$ cat src/rtl/cidec_pkg.sv
package cidec_pkg;
  localparam int WF_W     = 16;
  localparam int CF_W     = 4;
  localparam int LW_W     = WF_W + CF_W;
  localparam int CTL_W    = 14;
  localparam int CTL_HALF = CTL_W / 2;
  localparam int MARK_LO  = CTL_HALF;
  localparam int MARK_HI  = CTL_HALF + 1;
  localparam int KEY_W    = 7;
  localparam logic [KEY_W-1:0] KEY_SEED = 7'h7F;
  localparam logic [WF_W-1:0]  IDLE_PAT_A = 16'h0000;
  localparam logic [WF_W-1:0]  IDLE_PAT_B = 16'h00FF;

  typedef enum logic [1:0] {
    KIND_DATA = 2'b00,
    KIND_CTRL = 2'b01,
    KIND_IDLE = 2'b10,
    KIND_RSVD = 2'b11
  } kind_e;

  typedef struct packed {
    logic            is_data;
    logic            is_ctrl;
    logic            is_idle;
    logic            is_err;
    logic            flag;
    logic [WF_W-1:0] payload;
  } dec_t;
endpackage

$ cat src/rtl/cidec_keygen.sv
module cidec_keygen #(
  parameter int W = 7,
  parameter logic [W-1:0] SEED = '1
) (
  input  logic         clk,
  input  logic         rst_n,
  input  logic         adv,
  output logic [W-1:0] state
);
  logic [W-1:0] nxt;

  assign nxt = {state[W-2:0], state[W-1] ^ state[W-2]};

  always_ff @(posedge clk or negedge rst_n) begin
    if (!rst_n)   state <= SEED;
    else if (adv) state <= nxt;
  end

  // the key state never falls into the all-zero lock-up
  a_r7_key_nonzero: assert property (@(posedge clk) disable iff (!rst_n)
    state != '0);
endmodule

$ cat src/rtl/cidec_classify.sv
module cidec_classify
  import cidec_pkg::*;
(
  input  logic [LW_W-1:0] word,
  input  logic            esm,
  input  logic            key_f,
  input  logic            key_w,
  output dec_t            res
);
  logic [LW_W-1:0] fixed;
  logic [WF_W-1:0] wf;
  logic [CF_W-1:0] cf;
  logic            fl;
  kind_e           kind;
  logic            mark_ok;
  logic            idle_ok;

  always_comb begin
    fixed = word[LW_W-1] ? ~word : word;
    wf    = fixed[WF_W-1:0];
    cf    = fixed[LW_W-1:WF_W];
    fl    = cf[0] ^ (esm & key_f);
    wf[0] = wf[0] ^ (esm & key_w);
    kind  = kind_e'(cf[2:1]);
  end

  assign mark_ok = (wf[MARK_LO] == 1'b0) && (wf[MARK_HI] == 1'b1);
  assign idle_ok = (wf == IDLE_PAT_A) || (wf == IDLE_PAT_B);

  always_comb begin
    res = '0;
    unique case (kind)
      KIND_DATA: begin
        res.is_data = 1'b1;
        res.flag    = fl;
        res.payload = wf;
      end
      KIND_CTRL: begin
        if (mark_ok) begin
          res.is_ctrl = 1'b1;
          res.payload[CTL_HALF-1:0]     = wf[CTL_HALF-1:0];
          res.payload[CTL_W-1:CTL_HALF] = wf[WF_W-1:MARK_HI+1];
        end else begin
          res.is_err = 1'b1;
        end
      end
      KIND_IDLE: begin
        if (idle_ok) res.is_idle = 1'b1;
        else         res.is_err  = 1'b1;
      end
      default: res.is_err = 1'b1;
    endcase
  end
endmodule

$ cat src/rtl/cidec_line_decoder.sv
module cidec_line_decoder
  import cidec_pkg::*;
(
  input  logic            clk,
  input  logic            rst_n,
  input  logic            esm_en,
  input  logic            in_valid,
  output logic            in_ready,
  input  logic [LW_W-1:0] in_word,
  output logic            out_valid,
  input  logic            out_ready,
  output logic [WF_W-1:0] out_data,
  output logic            out_is_data,
  output logic            out_is_ctrl,
  output logic            out_is_idle,
  output logic            out_is_err,
  output logic            out_flag
);
  logic             take;
  logic [KEY_W-1:0] key;
  dec_t             dec_c;
  dec_t             dec_q;

  assign in_ready = !out_valid || out_ready;
  assign take     = in_valid && in_ready;

  cidec_keygen #(.W(KEY_W), .SEED(KEY_SEED)) u_key (
    .clk   (clk),
    .rst_n (rst_n),
    .adv   (take),
    .state (key)
  );

  cidec_classify u_cls (
    .word  (in_word),
    .esm   (esm_en),
    .key_f (key[KEY_W-1]),
    .key_w (key[KEY_W-2]),
    .res   (dec_c)
  );

  always_ff @(posedge clk or negedge rst_n) begin
    if (!rst_n) begin
      out_valid <= 1'b0;
      dec_q     <= '0;
    end else if (take) begin
      out_valid <= 1'b1;
      dec_q     <= dec_c;
    end else if (out_ready) begin
      out_valid <= 1'b0;
    end
  end

  assign out_data    = dec_q.payload;
  assign out_is_data = dec_q.is_data;
  assign out_is_ctrl = dec_q.is_ctrl;
  assign out_is_idle = dec_q.is_idle;
  assign out_is_err  = dec_q.is_err;
  assign out_flag    = dec_q.flag;

  a_r9_one_class: assert property (@(posedge clk) disable iff (!rst_n)
    out_valid |-> $onehot({out_is_data, out_is_ctrl, out_is_idle, out_is_err}));

  a_r9_quiet_payload: assert property (@(posedge clk) disable iff (!rst_n)
    (out_valid && (out_is_idle || out_is_err)) |-> (out_data == '0));

  a_r8_flag_data_only: assert property (@(posedge clk) disable iff (!rst_n)
    (out_valid && !out_is_data) |-> !out_flag);

  a_r3_ctrl_top_zero: assert property (@(posedge clk) disable iff (!rst_n)
    (out_valid && out_is_ctrl) |-> (out_data[WF_W-1:CTL_W] == '0));

  a_r10_latency: assert property (@(posedge clk) disable iff (!rst_n)
    (in_valid && in_ready) |=> out_valid);

  a_r10_hold: assert property (@(posedge clk) disable iff (!rst_n)
    (out_valid && !out_ready) |=> (out_valid && $stable(out_data) &&
      $stable(out_flag) && $stable({out_is_data, out_is_ctrl, out_is_idle, out_is_err})));
endmodule

$ cat config.mk
export PLATFORM = sky130hd
export DESIGN_NAME = cidec_line_decoder
export DESIGN_NICKNAME = d
export VERILOG_FILES = /design/src/rtl/cidec_pkg.sv /design/src/rtl/cidec_keygen.sv /design/src/rtl/cidec_classify.sv /design/src/rtl/cidec_line_decoder.sv
export SDC_FILE = /design/constraint.sdc
export NUM_CORES = 1
export LEC_CHECK = 0
export CORE_MARGIN = 8
export CORE_UTILIZATION = 47
export CTS_BUF_LIST = sky130_fd_sc_hd__clkbuf_16
export CTS_CLUSTER_DIAMETER = 50
export DETAILED_ROUTE_END_ITERATION = 6
export GPL_TIMING_DRIVEN = 1
export PLACE_DENSITY = 0.8
export REMOVE_ABC_BUFFERS = 1
export SYNTH_ARGS = -nofsm -noshare
export SYNTH_HDL_FRONTEND = slang
export SYNTH_SLANG_ARGS = --single-unit
$ cat constraint.sdc
create_clock -name clk -period 1.9 [get_ports clk]
set_clock_uncertainty 0.2 [all_clocks]
set_input_delay 0.475 -clock clk [delete_from_list [all_inputs] [get_ports clk]]
set_output_delay 0.475 -clock clk [all_outputs]
set_load 0.02 [all_outputs]
# ---- Yosys cells after proc, flatten, opt, wreduce, memory -nomap -nowiden
# Index checks and enable logic that the tools add are counted.
# W data, S select, Z words.
dict set report word_totals {
  out_inout_bits 23
  register_bits 29
}
dict set report op_classes {
  n_mux 14
  eq_ne 3
  n_reduce_logical 8
  n_bitwise 7
}
# cell count
set ops {}
lappend ops {{$pmux W14 S2} 1}
lappend ops {{$mux W19} 1}
lappend ops {{$not A19 Y19} 1}
lappend ops {{$eq A16 B8 Y1 const B} 1}
lappend ops {{$logic_not A16 Y1} 1}
lappend ops {{$mux W14} 1}
lappend ops {{$mux W1} 9}
lappend ops {{$mux W3} 1}
lappend ops {{$pmux W1 S3} 1}
lappend ops {{$xor A1 B1 Y1} 3}
lappend ops {{$and A1 B1 Y1} 2}
lappend ops {{$eq A2 B1 Y1 const B} 1}
lappend ops {{$eq A2 B2 Y1 const B} 1}
lappend ops {{$logic_and A1 B1 Y1} 2}
lappend ops {{$logic_not A2 Y1} 1}
lappend ops {{$logic_or A1 B1 Y1} 2}
lappend ops {{$reduce_bool A2 Y1} 1}
lappend ops {{$logic_not A1 Y1} 1}
lappend ops {{$not A1 Y1} 1}

# ---- Longest topological paths before layout
# Gate-level depths: netlist of the first run.
dict set report logic_depth {
  word_depth 7
  mapped_depth 6
  ltp_nobuf 5
}

# ---- Hierarchy
# From an unflattened synthesis of the first run, not the netlist that was laid out.
dict set report hier_totals {
  cells_unflattened 155
  hier_area_um2 1825.5
}
# mod instances seq_area_each_um2 area_per_inst_um2 cells_each
set modules_own_cells {}
lappend modules_own_cells {cidec_line_decoder 1 550.5 915.9 49}
lappend modules_own_cells {cidec_classify 1 0.0 561.8 83}
lappend modules_own_cells {cidec_keygen 1 183.9 347.8 23}

# ---- Worst setup path before layout of the first run
# OpenSTA, ideal clock, no wires.
dict set report synth_path {
  path_type {input -> register}
  start {input in_word[19]}
  end {register dec_q (netlist bit out_is_err)}
  setup_ns 0.130
  n_path_buf 1
  path_slack_ns 0.123
  arrival_ns 1.448
  path_stages 6
  cell_sequence {buf_6 > or4_1 > mux2i_1 > o211ai_1 > nand2_1 > a31oi_1}
}
dict set report synth_between {
  elab_chain_cells 6
  elab_cells_between_ends 13
  cone_classes {eq/ne: 3; mux: 4; bitwise: 2; reduce/logical: 4}
}
# element line
set synth_lines {}
lappend synth_lines {{start, declared} cidec_line_decoder.sv:9} ;# input logic [LW_W-1:0] in_word,
lappend synth_lines {{$mux W19 *} cidec_classify.sv:19} ;# fixed = word[LW_W-1] ? ~word : word;
lappend synth_lines {{$xor A1 B1 Y1} cidec_classify.sv:23} ;# wf[0] = wf[0] ^ (esm & key_w);
lappend synth_lines {{$eq A16 B8 Y1 / $logic_not A16 Y1 (equally long branches)} cidec_classify.sv:28} ;# assign idle_ok = (wf == IDLE_PAT_A) || (wf == IDLE_PAT_B);
lappend synth_lines {{$logic_or A1 B1 Y1} cidec_classify.sv:28}
lappend synth_lines {{$mux W1} cidec_classify.sv:48} ;# if (idle_ok) res.is_idle = 1'b1;
lappend synth_lines {{$pmux W1 S3 *} cidec_classify.sv:32} ;# unique case (kind)
lappend synth_lines {{end signal, assigned} cidec_line_decoder.sv:45} ;# dec_q <= '0;
lappend synth_lines {{end signal, assigned} cidec_line_decoder.sv:48} ;# dec_q <= dec_c;
lappend synth_lines {{end, declared} cidec_line_decoder.sv:22} ;# dec_t dec_q;
# Every way passes the cells marked *; elsewhere a longest branch is shown, timed or not.
# A chain may end at the register's enable or synchronous reset.

# ---- Worst setup path after layout of the first run
dict set report layout_path {
  start {input out_ready}
  end {output in_ready}
}
dict set report layout_between {
  elab_chain_cells 1
}
# element line
set layout_lines {}
lappend layout_lines {{start, declared} cidec_line_decoder.sv:11} ;# input logic out_ready,
lappend layout_lines {{$logic_or A1 B1 Y1} cidec_line_decoder.sv:24} ;# assign in_ready = !out_valid || out_ready;
lappend layout_lines {{end, declared} cidec_line_decoder.sv:8} ;# output logic in_ready,
# Every way passes these cells.

==> reports/results.ini, run 1 <==
[floorplanning]
die_h_um = 74.51
core_mm2 = 0.003311
start_util = 0.4860
dieWidth_um = 74.51
num_rows = 21
dieArea_mm2 = 0.005552
ios = 48

[cells_and_area]
layout_common_cells = nand2_1 (49), buf_4 (33), dfrtp_1 (22), dlygate4sd2_1 (21), dlymetal6s2s_1 (16)
fin_area_mm2 = 0.002606
multi_input_area_um2 = 868.3
num_antenna_cells = 0
mostFrequentLayoutCell = nand2_1
fillCellCount = 237
drive_gt1_frac = 0.2419
seqCellArea_um2 = 734.5
nNetsFinal = 301
stdcell_count = 323
syn_to_final_growth_pct = 61.98

[yosys]
netlist_area_mm2 = 0.001609
synthArstFlopShare = 1.000
syn_inst = 197
syn_avg_cell_area_um2 = 8.168
synth-seq-cells = 29
seq_area_frac_synth = 0.4565
yosysWarnings = 0
synth_edf_count = 0
ys_types = 37
ys.flop_type = dfrtp_1

[worst_setup_path]
cp_slowest_cell = clkdlybuf4s50_1
crit_required_ns = 1.22
critPathMaxStageDelay_ns = 0.45
endpoint_kind = primary output
crit_path_start_kind = input port
path_cells = clkdlybuf4s50_1 -> nand2b_1 -> buf_4
critPathTopFamily = buffers and inverters
crit_type = in2out
cp.arrival_ns = 1.18
path_buf_inv = 2
critPathMaxFanout = 2

[power]
ir_worst_vdd_mv = 0.5615
p_leak_nw = 1.398
p_per_area_mw_per_mm2 = 807.9

[clock_tree]
cts-htree-levels = 2
cts.hold.buffers_added = 0
cts_setup_buffers = 0
clkLatencyLatePin_ns = 0.27
cts_root_buffer = clkbuf_16
cts_buffers = 5
cts.clk_slew.worst_paths_ns = 0.05
cts.sinks = 29
cts_buffer_depth = 2
cts_tree = yes

[routing]
ant_nets = 0
routed_wirelength_um = 5580
drc = 0
first_pass_iters = 4
viasPerCell = 5.607
wl_per_cell_um = 17.28
via_count = 1811
drt_iter0_markers = 138

[sta]
fin_crit_sh = 0.9768
rsz0062_at_grt = false
min_period_ns = 1.856
fmax_mhz = 538.8
finalSetupViolCount = 0
hold_viol = 0
finalMaxSlewViolations = 0
max_slew.worst_pin.slew_ns = 0.2716
worst_slack_ns = 0.04413
max_slew_margin = 0.8196

[placed_design]
gp_congestion = 0.8968
io_buffers = 47
dpl.cell_count = 315
dpl.hpwl_um = 3449
place_area_mm2 = 0.002390
place_ws_ns = -0.4177

[hold_path]
hold_path.class = reg2reg

[run_status]
outcome = finished clean

[global_routing]
grt_max_degree = 35
grt_pass1_vias = 1874
gr-usage-all-layers = 0.1956
antenna_found_initial = 0
grt.overflow.total = 0
grt_pass1_wl_um = 8314

[flow_run]
cap_violations = 0

worst register-to-register path, stage by stage, from the launching register on:
cell	delay [ns]
dfstp_2	0.57
a21boi_1	0.07
buf_4	0.14
o211a_1	0.21
o211ai_1	0.18
nand2_1	0.08
a31oi_1	0.13
cells in the mapped netlist (2+ instances only):
library cell / instances / area (µm²)
a31oi_1: 8 / 50.05
inv_1: 4 / 15.01
xnor2_1: 8 / 70.07
nor4_1: 2 / 12.51
nand3_1: 2 / 10.01
a21oi_1: 6 / 30.03
nand4_1: 2 / 12.51
buf_2: 5 / 25.02
nand2b_1: 3 / 18.77
clkbuf_1: 5 / 18.77
and2_1: 2 / 12.51
dfrtp_1: 22 / 550.5
o21ai_0: 20 / 100.1
nand2_1: 51 / 191.4
dfstp_2: 7 / 183.9
o21ai_1: 2 / 10.01
nor2b_1: 7 / 43.79
nor2_1: 15 / 56.30
or4_1: 2 / 15.01
o22ai_1: 7 / 43.79
sequential cells by signal, indices dropped and copies added, names as in the netlist:
| signal | cells |
|---|---|
| out_data | 16 |
| out_flag | 1 |
| out_is_ctrl | 1 |
| out_is_err | 1 |
| u_key.state | 7 |
| out_is_data | 1 |
| out_valid | 1 |
| out_is_idle | 1 |
per-layer routing:
| layer | GRT usage | part of all wire | up-vias |
|---|---|---|---|
| li1 | - | - | 834 |
| met1 | 0.2099 | 0.38 | 858 |
| met2 | 0.3388 | 0.50 | 92 |
| met3 | 0.06199 | 0.080 | 27 |
| met4 | 0.09348 | 0.035 | 0 |
| met5 | 0 | 0 | - |
worst paths after layout:
check,endpoint,from,slack [ns],cells after the start
min in group asynchronous,out_data[7],rst_n,0.36,2
max,in_ready,out_ready,0.04,3
max in group asynchronous,u_key.state[2],rst_n,0.90,2
min reg2reg,u_key.state[5],u_key.state[4],0.26,2
min,u_key.state[5],u_key.state[4],0.26,2
max reg2reg,out_is_err,u_key.state[5],0.24,6
cells by family after synthesis:
| logic type | after synthesis | share of synthesized area |
|---|---|---|
| AO/OA/AOI/OAI | 50 | 0.1820 |
| flip-flops | 29 | 0.4565 |
| AND/OR/NAND/NOR | 93 | 0.2628 |
| XOR/XNOR | 9 | 0.04899 |
| buffers and inverters | 15 | 0.04354 |
| multiplexers | 1 | 0.006221 |
through the flow:
step,TNS (ns),power (mW),hold slack (ns),utilization
after global placement,-4.929,1.352,0.2442,0.7218
after CTS,0,2.094,0.2597,0.7585
after floorplan,0,1.053,-0.02059,-
final,0,2.106,0.2584,0.7872
after detailed placement,-5.687,1.377,0.2460,0.7218
after global routing,0,2.202,0.2811,0.7872
what timing repair did:
item	in CTS	in global routing
gates resized for setup	29	41
endpoints found under the setup margin	23	27
endpoints found under the hold margin	0	0
pin swaps	4	8
power breakdown:
part | leakage [nW] | switching, mW | internal (mW)
clock network | 0.0687 | 0.258 | 0.471
logic | 0.968 | 0.297 | 0.252
registers | 0.362 | 0.0680 | 0.760
total | 1.40 | 0.622 | 1.48
final cells by class:
type	instances	share of cell area
Multi-Input combinational cell	153	0.3332
Timing Repair Buffer	83	0.3044
Sequential cell	29	0.2818
Clock buffer	5	0.04801
Tap cell	46	0.02208
Inverter	4	0.005761
Clock inverter	3	0.004801
(Power assumes the default switching activity.)
==> run 2: changes to the inputs <==
- clock period: 1.9 -> 1.8 ns (I/O delays scaled with it)
==> run 2 against run 1 <==
  * Sequential power increased by 5.2%
  * Critical path depth increased by 3
  * Setup slack improved by 0.0032 ns
  * Global-route usage decreased by 0.94 points
  * Critical endpoint is now out_is_err
  * Largest power group unchanged
  * Highest routed layer unchanged
==> reports/results.ini, run 2 (same netlist as run 1, synthesis figures left out) <==
[sta]
max_slew_margin = 0.8220  ; +0.002368
worst_slack_ns = 0.04737  ; +0.003241 ns
fin_crit_sh = 0.9737
finalMaxSlewViolations = 0  ; unchanged
hold_viol = 0  ; unchanged
timing.hold.ws_ns = 0.2525  ; -0.005891 ns
rsz0062_at_grt = false
finalSetupViolCount = 0  ; unchanged
fmax_mhz = 570.6
max_slew.worst_pin.slew_ns = 0.2666  ; -0.005066 ns
min_period_ns = 1.753

[routing]
drt_iter0_markers = 153  ; +11%
routed_wirelength_um = 4998  ; -10%
via_count = 1785  ; -1.4%
ant_nets = 0  ; unchanged
first_pass_iters = 4  ; unchanged
viasPerCell = 5.475  ; -2.3%
drc = 0  ; unchanged
wl_per_cell_um = 15.33  ; -11%

[power]
ir_worst_vdd_mv = 0.4533  ; -19%
p_per_area_mw_per_mm2 = 838.5  ; +3.8%
power_switching_mw = 0.6399  ; +2.9%
seq_power_share = 0.396  ; +0.003
internal_power_mw = 1.562  ; +5.3%
p_leak_nw = 1.334  ; -4.6%
power_switching_share = 0.2906  ; -0.004877
clkPwrFrac = 0.350  ; +0.004
p_comb_frac = 0.254  ; -0.006
total_power_mw = 2.202  ; +4.6%

[placed_design]
io_buffers = 47  ; unchanged
place_ws_ns = -0.4959  ; -0.07825 ns
place_area_mm2 = 0.002405  ; +0.63%
dpl.hpwl_um = 3379  ; -2.0%
gp_congestion = 0.8835  ; -1.5%
dpl.cell_count = 317  ; +0.63%

[clock_tree]
cts-htree-levels = 2  ; unchanged
cts_buffers = 5  ; unchanged
cts.clk_slew.worst_paths_ns = 0.05  ; about the same
cts.sinks = 29  ; unchanged
cts_buffer_depth = 2  ; unchanged
clkLatencyLatePin_ns = 0.27  ; about the same
cts_tree = yes
cts_root_buffer = clkbuf_16

[worst_setup_path]
rr_worst_depth = 6  ; unchanged
r2r_end = out_is_err
r2r_start = u_key.state[5]
cp-startpoint = in_word[13]
crit_path_start_kind = input port
cp.arrival_ns = 1.75  ; +0.57 ns
critPathMaxFanout = 5  ; +3
crit_type = in2reg
crit_required_ns = 1.79  ; +0.57 ns
r2r_slack_ns = 0.08  ; -0.16 ns
endpoint_kind = flip-flop

[floorplanning]
dieArea_mm2 = 0.005552  ; unchanged
start_util = 0.4860  ; unchanged
ios = 48  ; unchanged
die_h_um = 74.51  ; unchanged
dieWidth_um = 74.51  ; unchanged
core_mm2 = 0.003311  ; unchanged
num_rows = 21  ; unchanged

[cells_and_area]
nNetsFinal = 304  ; +1.0%
stdcell_count = 326  ; +0.93%
num_antenna_cells = 0  ; unchanged
drive_gt1_frac = 0.2607  ; +0.01884
largest_reg_flops = 16  ; unchanged
mostFrequentLayoutCell = nand2_1
fin_area_mm2 = 0.002626  ; +0.77%
syn_to_final_growth_pct = 63.22
layout_common_cells = nand2_1 (49), buf_4 (34), dlygate4sd2_1 (28), dfrtp_1 (22), o21ai_0 (15)

[global_routing]
grt.overflow.total = 0  ; unchanged
antenna_found_initial = 0  ; unchanged
grt_pass1_wl_um = 7941  ; -4.5%
grt_max_degree = 35  ; unchanged
gr-usage-all-layers = 0.1863  ; -0.009366
grt_pass1_vias = 1801  ; -3.9%

[hold_path]
holdPathEnd = u_key.state[1]
hold_path.class = reg2reg
hold_start = u_key.state[0]
whs_path_depth = 2  ; unchanged

[flow_run]
cap_violations = 0  ; unchanged

[run_status]
outcome = finished clean

[run 2: cell types whose count changed in the layout (fill, tap and decap cells not counted), sizes merged]
cell	before	now
buf	37	40
dlymetal6s2s	16	8
dlygate4sd2	21	28
clkdlybuf4s50	9	7
clkdlybuf4s15	0	2
clkbuf	5	6
[run 2: layout make-up]
class                           instances  area, µm²
Inverter                                4      15.01
Timing Repair Buffer                   86      784.5
Tap cell                               46      57.56
Multi-Input combinational cell        153      897.1
Clock inverter                          3      12.51
Clock buffer                            5      125.1
Sequential cell                        29      734.5
Fill cell                             237      684.4
[run 2: critical path, stage by stage]
cell and delay [ns]:
clkdlybuf4s50_1 0.49, nand4_1 0.14, a2bb2o_1 0.30, o211ai_1 0.12, nand2_1 0.08, a31oi_1 0.16
[run 2: layer usage]
metal	share of wire	GRT usage	up-vias	routed length (µm)
met5	0	0	-	0
met4	0.021	0.08696	0	104
met3	0.060	0.06065	12	300
met2	0.50	0.3078	68	2501
met1	0.42	0.2118	862	2091
li1	-	-	843	-
[run 2: per-stage QoR]
step	utilization	TNS (ns)
CTS	0.7721	0
floorplan	-	-0.08753
detailed placement	0.7264	-8.073
finish	0.7933	0
global route	0.7933	0
global placement	0.7264	-7.236
[run 2: worst max-delay path by stage]
stage	slack [ns]	depth (start not counted)	to
floorplan	-0.01	3	out_data[10]
global placement	-0.46	3	in_ready
detailed placement	-0.50	6	out_is_err
CTS	0.006	3	in_ready
global route	0.002	6	out_is_err
finish	0.05	6	out_is_err
[run 2: power groups by stage]
stage	sequential [mW]	clock, mW	combinational, mW
floorplan	0.925	0	0.186
global placement	0.874	0	0.557
detailed placement	0.877	0	0.571
CTS	0.869	0.783	0.548
global route	0.882	0.821	0.609
finish	0.871	0.770	0.560
[run 2: repair_timing]
item,CTS,global route
hold buffers,0,0
gates cloned,0,1
setup buffers,0,0
pin swaps,8,7
resized for setup,52,25
endpoints found under the setup margin,43,21
==> run 3: changes to the inputs <==
- CORE_MARGIN: 8 -> not set
- REMOVE_ABC_BUFFERS: 1 -> not set
- SKIP_CTS_REPAIR_TIMING: not set -> 1
==> run 3 against run 2 <==
  * The run now ends with negative setup slack left
  * Setup slack lost 0.062 ns
  * Core utilization grew 6.5 points
  * Combinational power rose by 7.9%
  * Via count up 1.9%
  * Fmax shrank 3.4%
  * Critical path depth decreased by 3
  * First-iteration DRC count decreased by 22%
  * Routed wire length grew 5.8%
  * Clock power is essentially flat
  * Power up 2.0%
  * Register-to-register slack gained 0.09 ns
==> reports/results.ini, run 3 (same netlist as run 1, synthesis figures left out) <==
[hold_path]
whs_path_depth = 2  ; unchanged
hold_start = u_key.state[0]
hold_path.class = reg2reg
holdPathEnd = u_key.state[1]

[routing]
viasPerCell = 5.667  ; +3.5%
first_pass_iters = 5  ; +1
drt-met1-wl_um = 2065  ; -1.2%
routed-wl-met3_um = 372  ; +24%
drt_iter0_markers = 120  ; -22%
wl_per_cell_um = 16.48  ; +7.5%
drc = 0  ; unchanged
routed_wirelength_um = 5290  ; +5.8%
route.met2.wl_um = 2654  ; +6.1%
top_layer = met4
ant_nets = 0  ; unchanged
via_count = 1819  ; +1.9%

[global_routing]
antenna_found_initial = 0  ; unchanged
grt_max_degree = 30  ; -14%
grt_pass1_wl_um = 7286  ; -8.2%
grt_pass1_vias = 1619  ; -10%
grt.overflow.total = 0  ; unchanged
gr-usage-all-layers = 0.2797  ; +0.09340

[clock_tree]
cts_buffer_depth = 2  ; unchanged
clkLatencyLatePin_ns = 0.28  ; about the same
cts_buffers = 5  ; unchanged
cts.sinks = 29  ; unchanged
cts_root_buffer = clkbuf_16
cts.clk_slew.worst_paths_ns = 0.05  ; about the same
cts_tree = yes
cts-htree-levels = 2  ; unchanged

[placed_design]
dpl.cell_count = 312  ; -1.6%
io_buffers = 47  ; unchanged
gp_congestion = 0.8649  ; -2.1%
dpl.hpwl_um = 3305  ; -2.2%

[worst_setup_path]
path_cells = clkdlybuf4s50_1 -> nand2b_1 -> buf_4
critPathTopFamily = buffers and inverters
r2r_start = u_key.state[5]
crit_type = in2out
rr_worst_depth = 5  ; -1
r2r_end = out_is_err
cp.arrival_ns = 1.16  ; -0.59 ns
cp_slowest_cell = clkdlybuf4s50_1
path_buf_inv = 2  ; +1
endpoint_kind = primary output
critPathMaxStageDelay_ns = 0.44  ; -0.05 ns
r2r_slack_ns = 0.17  ; +0.09 ns
crit_required_ns = 1.15  ; -0.64 ns
critPathMaxFanout = 2  ; -3
crit_path_start_kind = input port

[cells_and_area]
seqCellArea_um2 = 734.5  ; unchanged
fillCellCount = 164  ; -31%
num_antenna_cells = 0  ; unchanged
nNetsFinal = 301  ; -0.99%
layout_common_cells = nand2_1 (49), dlymetal6s2s_1 (37), buf_4 (32), dfrtp_1 (22), nor2_1 (13)
drive_gt1_frac = 0.2383  ; -0.02245
syn_to_final_growth_pct = 68.27
stdcell_count = 321  ; -1.5%
largest_reg_flops = 16  ; unchanged
mostFrequentLayoutCell = nand2_1
final_core_util = 0.8587  ; +0.06546
multi_input_area_um2 = 877.1  ; -2.2%

[floorplanning]
dieArea_mm2 = 0.003661  ; -34%
core_mm2 = 0.003153  ; -4.8%
die_h_um = 60.51  ; -19%
start_util = 0.5103  ; +0.02430
dieWidth_um = 60.51  ; -19%
ios = 48  ; unchanged
num_rows = 20  ; -4.8%

[power]
p_per_area_mw_per_mm2 = 829.5  ; -1.1%
p_leak_nw = 1.629  ; +22%
ir_worst_vdd_mv = 0.4375  ; -3.5%
total_power_mw = 2.246  ; +2.0%

[run_status]
outcome = finished, violations left
violations = negative setup slack

[sta]
finalSetupViolCount = 1  ; +1
hold_viol = 0  ; unchanged
min_period_ns = 1.815  ; +0.06210 ns
max_slew.worst_pin.slew_ns = 0.2785  ; +0.01194 ns
max_slew_margin = 0.8117  ; -0.01028
fin_crit_sh = 1.008  ; +0.03450
fmax_mhz = 551.0  ; -3.4%
finalMaxSlewViolations = 0  ; unchanged
worst_slack_ns = -0.01473  ; -0.06210 ns
rsz0062_at_grt = true

[flow_run]
cap_violations = 0  ; unchanged

[yosys]
syn_nets = 222

-- run 3: cell types whose count changed in the layout (fill, tap and decap cells not counted), moves of 2 or more --
cell	change
inv_1	+2
o21ai_0	-3
dlymetal6s2s_1	+29
o21ai_1	+3
clkdlybuf4s50_1	+2
buf_4	-2
dlygate4sd2_1	-28
-- run 3: through the flow --
stage | setup TNS, ns | worst slack (ns) | hold slack, ns | cell area, µm²
final | -0.01473 | -0.01473 | 0.2561 | 2708
after global routing | -0.06177 | -0.04944 | 0.2677 | 2708
after global placement | -7.896 | -0.4541 | 0.2412 | 2380
after CTS | -4.681 | -0.4764 | 0.2592 | 2516
after floorplan | 0 | 0.04779 | -0.04559 | 1609
after detailed placement | -9.079 | -0.4709 | 0.2478 | 2380
-- run 3: how the worst max path moves through the flow --
| stage | from | end | cells past startpoint |
|---|---|---|---|
| after floorplan | in_word[19] | out_is_err | 6 |
| after global placement | out_ready | in_ready | 3 |
| after detailed placement | out_ready | in_ready | 3 |
| after CTS | out_ready | in_ready | 3 |
| after global routing | out_ready | in_ready | 3 |
| final | out_ready | in_ready | 3 |
-- run 3: routing by layer --
metal,vias up,global-route usage
met5,-,0
met4,0,0.1071
met3,20,0.06823
met2,96,0.4757
met1,869,0.3432
li1,834,-
-- run 3: layout make-up --
cell class                 instances  area share
tap                               44     0.02033
timing repair buffer              83      0.3286
sequential                        29      0.2713
multi-input combinational        153      0.3239
clock buffer                       5     0.04621
inverter                           4    0.005545
clock inverter                     3    0.004159
-- run 3: power breakdown --
part           internal, mW  switching (mW)  leakage, nW  total (mW)
Sequential            0.802          0.0679        0.362       0.870
Clock                 0.495           0.277       0.0738       0.772
Combinational         0.289           0.316         1.19       0.604
Total                  1.59           0.661         1.63        2.25
-- run 3: worst register-to-register path, cell delays in order (launching register included) --
cell and delay, ns:
dfstp_2 0.59, and3b_2 0.26, nor4_4 0.06, o211ai_1 0.23, nand2_1 0.08, a31oi_1 0.13
